<file path="src/rtl/irq_route_regs.sv">
module irq_route_regs #(
  parameter int ADDR_W = 12,
  parameter int NPINS = 24,
  parameter logic [7:0] VERSION = 8'h20
) (
  input  logic                  clk,
  input  logic                  rst_n,
  input  logic [ADDR_W-1:0]     bus_addr,
  input  logic                  bus_wr,
  input  logic                  bus_rd,
  input  logic [2:0]            bus_size,
  input  logic [31:0]           bus_wdata,
  output logic [31:0]           bus_rdata,
  input  logic [NPINS-1:0]      rirr_set,
  input  logic [NPINS-1:0]      rirr_clr,
  input  logic [NPINS-1:0]      dlv_busy,
  output logic [NPINS*64-1:0]   tbl_o,
  output logic                  svc_req,
  output logic                  eoi_stb,
  output logic [7:0]            eoi_vec
);
  localparam logic [7:0] SEL_OFF  = 8'h00;
  localparam logic [7:0] WIN_OFF  = 8'h10;
  localparam logic [7:0] EOI_OFF  = 8'h40;
  localparam logic [7:0] TBL_BASE = 8'h10;
  localparam int IDX_W = $clog2(NPINS);
  localparam logic [6:0] NP7 = 7'(NPINS);
  localparam logic [7:0] MAXENT = 8'(NPINS - 1);
  localparam int DLV = 12;
  localparam int RIRR = 14;
  localparam int TRIG = 15;
  localparam int MSK = 16;
  localparam logic [63:0] RO_MASK = (64'd1 << DLV) | (64'd1 << RIRR);
  localparam logic [63:0] RST_ENT = 64'd1 << MSK;
  localparam logic EOI_OK = (VERSION == 8'h20);

  logic [7:0]  sel;
  logic [3:0]  id;
  logic [63:0] ent_arr [NPINS];
  logic [31:0] rval;

  wire [7:0] off    = bus_addr[7:0];
  wire       win_ok = (off == WIN_OFF) && (bus_size == 3'd4);
  wire [7:0] rel    = sel - TBL_BASE;
  wire [6:0] idx    = rel[7:1];
  wire       in_tbl = (sel >= TBL_BASE) && (idx < NP7);
  wire       tbl_we = bus_wr && win_ok && in_tbl;

  for (genvar gi = 0; gi < NPINS; gi++) begin : g_ent
    logic [63:0] ent, cur, nxt;
    wire hit = tbl_we && (idx == 7'(gi));

    always_comb begin
      cur = ent;
      cur[RIRR] = (cur[RIRR] | rirr_set[gi]) & ~rirr_clr[gi];
      cur[DLV] = dlv_busy[gi];
      nxt = cur;
      if (hit) begin
        if (sel[0]) nxt[63:32] = bus_wdata;
        else        nxt[31:0]  = bus_wdata;
        nxt = (nxt & ~RO_MASK) | (cur & RO_MASK);
        if (!nxt[TRIG]) nxt[RIRR] = 1'b0;
      end
    end

    always_ff @(posedge clk)
      if (!rst_n) ent <= RST_ENT;
      else        ent <= nxt;

    assign ent_arr[gi] = ent;
    assign tbl_o[gi*64 +: 64] = ent;

    assert_edge_rirr_low_R8: assert property (@(posedge clk) disable iff (!rst_n)
      ($past(hit) && !ent[TRIG]) |-> !ent[RIRR]);

    assert_ro_kept_R7: assert property (@(posedge clk) disable iff (!rst_n)
      ($past(hit) && !$past(rirr_set[gi]) && !$past(rirr_clr[gi]))
        |-> (ent[DLV] == $past(dlv_busy[gi])) &&
            (ent[RIRR] == ($past(ent[RIRR]) && ent[TRIG])));

    assert_rirr_set_R11: assert property (@(posedge clk) disable iff (!rst_n)
      ($past(rirr_set[gi]) && !$past(rirr_clr[gi]) && ent[TRIG]) |-> ent[RIRR]);
  end

  always_comb begin
    rval = '0;
    if (off == SEL_OFF) rval = {24'b0, sel};
    else if (win_ok) begin
      case (sel)
        8'h00, 8'h02: rval = {4'b0, id, 24'b0};
        8'h01:        rval = {8'b0, MAXENT, 8'b0, VERSION};
        default:
          if (in_tbl) rval = sel[0] ? ent_arr[idx[IDX_W-1:0]][63:32]
                                    : ent_arr[idx[IDX_W-1:0]][31:0];
      endcase
    end
  end

  always_ff @(posedge clk) begin
    if (!rst_n) begin
      sel <= '0;
      id <= '0;
      bus_rdata <= '0;
      svc_req <= 1'b0;
      eoi_stb <= 1'b0;
      eoi_vec <= '0;
    end else begin
      if (bus_wr && off == SEL_OFF) sel <= bus_wdata[7:0];
      if (bus_wr && win_ok && sel == 8'h00) id <= bus_wdata[27:24];
      bus_rdata <= bus_rd ? rval : '0;
      svc_req <= tbl_we;
      eoi_stb <= bus_wr && off == EOI_OFF && bus_size == 3'd4 && EOI_OK;
      if (bus_wr && off == EOI_OFF) eoi_vec <= bus_wdata[7:0];
    end
  end

  assert_rdata_idle_R3: assert property (@(posedge clk) disable iff (!rst_n)
    !$past(bus_rd) |-> bus_rdata == 32'd0);

  assert_svc_cause_R10: assert property (@(posedge clk) disable iff (!rst_n)
    svc_req |-> $past(bus_wr) && $past(bus_addr[7:0]) == WIN_OFF && $past(bus_size) == 3'd4);

  assert_eoi_vector_R9: assert property (@(posedge clk) disable iff (!rst_n)
    eoi_stb |-> $past(bus_wr) && $past(bus_size) == 3'd4 && eoi_vec == $past(bus_wdata[7:0]));

  assert_eoi_single_R9: assert property (@(posedge clk) disable iff (!rst_n)
    eoi_stb |=> !eoi_stb || $past(bus_wr));
endmodule

</file>
<file path="config.mk">
export PLATFORM = sky130hd
export DESIGN_NAME = irq_route_regs
export DESIGN_NICKNAME = d
export VERILOG_FILES = /design/src/rtl/irq_route_regs.sv
export SDC_FILE = /design/constraint.sdc
export NUM_CORES = 2
export LEC_CHECK = 0
export BUFFER_PORTS_ARGS = -buffer_cell sky130_fd_sc_hd__buf_2
export CORE_AREA = 4 4 652 654
export DETAILED_ROUTE_END_ITERATION = 16
export DIE_AREA = 0 0 656 658
export HOLD_SLACK_MARGIN = 0.05
export PLACE_DENSITY = 0.4
export SYNTH_ARGS = -nofsm -noshare
export SYNTH_HDL_FRONTEND = slang
export SYNTH_SLANG_ARGS = --single-unit
</file>
<file path="constraint.sdc">
create_clock -name clk -period 4.4 [get_ports clk]
set_input_delay 0.88 -clock clk [delete_from_list [all_inputs] [get_ports clk]]
set_output_delay 0.88 -clock clk [all_outputs]
set_load 0.01 [all_outputs]
</file>
==> summary.md <==
| Metric | Value |
|---|---|
| FF+latch count, synth | 1590 |
| Pins Over Slew Limit | 0 |
| Nets | 9678 |
| FFs w/ async S/R, synth | 0% |
| Sequential power share | 42.6% |
| Antenna violations before repair | 81 |
| Routed len/inst | 40.14 um |
| CTS tree | built |
| Worst Hold Class | in2reg |
| PostCTS Resize Cnt | 0 |
| Switch share | 25.82% |
| Final Non-Filler Cells | 15300 |
| Min cycle time layout | 3.861 ns |
| Share of layout cells above drive strength 1 | 28.87% |
| Clock Power Share | 53.8% |
| Ys Warns | 0 |
| Setup TNS | 0 ns |
| Main synth FF type | dfxtp_1 |
| Max Clk Rate | 259.0 MHz |
| Crit end category | flop |
| Worst-margin pin slew | 1.335 ns |
| GRT Total Usage | 27.00% |
| RSZ-0062 raised after global routing | false |
| Tcrit/Tclk final | 87.75% |
| Power Density | 372.3 nW/um^2 |
| Synth top area cells | dfxtp_1 46%, nand2_1 17%, mux4_2 12% |
| Combinational share of power | 3.6% |
| Critical path fanouts, max | 32 |
| Max Cap Viol | 0 |
| FP Rows | 238 |
| CTS Buf Count | 208 |
| Crit path arrival time | 4.69 ns |
| Slew Limit Headroom | 10.99% |
| Grt total ovfl | 0 |
| Drt first pass iters | 8 |
| Final WS setup | 0.5391 ns |
| Largest net degree at the start of global routing | 154 |
| Clock Latency Late Sink | 0.96 ns |
| Port Buf Inserts | 1696 |
| Total nets after synthesis | 8290 |
| # H-tree levels | 4 |
| Cts-stage hold buffer count | 0 |
| Pre-CTS setup slack | 0.6376 ns |
| CTS Buffer Depth | 4 |
| Placed insts | 14860 |
| Internal power | 25140 uW |
| Crit path kind | reg2reg |
| Synth area leader | dfxtp_1 |
| CP required | 5.23 ns |
| Yosys cell types | 69 |
| Core Area | 419300 um^2 |
| Drt total wl | 614000 um |
| Max IR drop VDD | 313.3 uV |
| Syn Area/Cell | 8.442 um^2 |
| First DRT Iteration DRCs | 9400 |
| Cells after synthesis | 8165 |
| TritonCTS Sinks | 1590 |
| I/O pin count | 1701 |
| Final Setup Violations | 0 |
| Clk slew on worst S/H paths | 0.07 ns |
| Status | completed |
| Critical path launch point type | flop |
| Seq/Total Area, Yosys | 46.18% |
| Final ANT Viol Nets | 0 |
| Power Total | 33890 uW |
| Final Skew | 0.1172 ns |
| Final GP Congestion | 0.8993 |
| Root Driver | clkbuf_16 |
| Post-CTS Setup Bufs | 0 |
| Die H | 658 um |
| Switching power | 8749 uW |
| Mapped cell area | 68930 um^2 |
| Number of flops mapped to enable cells by yosys | 0 |
| DRC Markers | 0 |
| Initial Utilization | 16.44% |
| Fin. Hold Viols | 0 |
| Vias in the first global route | 64310 |
| Die ar. | 431600 um^2 |
| Area grow syn2layout | 32.06% |
| Die extent in x | 656 um |
| DR vias | 71700 |
| Top cell type's share of synthesized area | 46.18% |
| HPWL reported at the end of detailed placement | 475900 um |
| Leak Pwr | 0.03391 uW |
| First-pass GRT wire length | 763800 um |
| DR vias/cell | 4.688 |
-- worst paths after layout --
path              cells after the start        start  slack [ns]          endpoint
setup reg to reg                      9       sel[1]        0.54              flop
setup / recovery                      9       sel[1]        0.54              flop
hold reg to reg                       2         flop        0.46              flop
hold / removal                        2  dlv_busy[9]        0.15  g_ent[9].ent[12]
-- metal layers --
| layer | vias up | global-route usage (%) | share of wire [%] |
|---|---|---|---|
| met2 | 3990 | 43.85 | 46 |
| met3 | 662 | 6.948 | 8.4 |
| met4 | 8 | 12.44 | 5.3 |
| met1 | 36570 | 33.40 | 40 |
| li1 | 30470 | - | - |
| met5 | - | 0 | 0.0090 |
-- cell usage in the layout (no fill, tap or decap), types with 21 or more instances in the layout --
master / n
dfxtp_1: 1585
nor2_1: 113
o22ai_1: 21
clkbuf_16: 209
nand2_1: 3109
clkinv_2: 22
a31oi_1: 32
and2_1: 27
o21ai_0: 39
buf_2: 1665
mux2i_1: 156
buf_12: 71
nand3_1: 40
or3_1: 27
clkbuf_1: 51
buf_4: 279
mux4_2: 376
a21oi_1: 1510
clkbuf_8: 49
and4_2: 25
nand4_1: 46
diode_2: 59
a211oi_1: 21
-- area by class of cell --
class	instances	area (um^2)
Fill cell	46410	328300
Multi-Input combinational cell	5731	33190
Sequential cell	1590	31850
Timing Repair Buffer	2015	11850
Tap cell	5520	6907
Clock buffer	309	6096
Clock inverter	64	944.7
Antenna cell	59	147.6
Inverter	7	38.79
-- cells in the mapped netlist, drive strengths merged, types with 2 or more instances --
master   number
a211oi       22
mux4        376
nand4        46
mux2i       157
o221ai        2
or3          27
a31oi        32
inv           5
a2111oi       5
nor2b         8
a2bb2oi       3
o21ai        42
nand2b        7
o31ai         2
nor3b        18
o211ai       11
clkbuf      413
buf         424
nor3         11
a221oi       12
nand3        41
mux2          8
o2111ai       5
and2         27
clkinv        2
a22oi        16
nor2        121
o22ai        21
ha            2
nor4         11
or4           8
a32o          3
nand2      3110
and4         43
or2          10
dfxtp      1590
nand3b        2
a21oi      1510
-- worst max-delay path: stages, from the launching register on --
cell	delay, ns
dfxtp_4	0.74
buf_4	0.31
nor2b_1	0.42
nand2_1	0.52
buf_4	0.36
nor2_1	0.34
and4_1	0.25
buf_4	0.44
nand2_1	0.10
a21oi_1	0.19
-- power by group through the flow --
stage / combinational (uW) / sequential (uW) / clock [uW]
floorplan: 428 / 14800 / 0
global placement: 1220 / 14800 / 0
detailed placement: 1210 / 14800 / 0
CTS: 1220 / 14400 / 18600
global route: 1230 / 14400 / 19100
finish: 1210 / 14400 / 18200
-- logic make-up (layout without fill, tap and decap cells) --
group	after synthesis	count (layout)	share of synthesized area (%)
compound gates	1693	1693	12.79
buf+inv	844	2395	5.856
other cells	0	59	0
simple gates	3495	3495	20.43
flops	1590	1590	46.18
fa+ha+maj	2	2	0.03630
mux	541	541	14.70
-- through the flow --
stage	utilization [%]	instance area [um^2]	hold WS, ns
6_report	21.71	91020	0.1454
3_3_place_gp	19.99	83830	0.4499
3_5_place_dp	19.99	83830	0.4553
5_1_grt	21.68	90920	0.1130
4_1_cts	21.67	90870	0.05615
2_1_floorplan	-	68930	0.4652
Note: power is estimated with default switching activity, not from simulation.
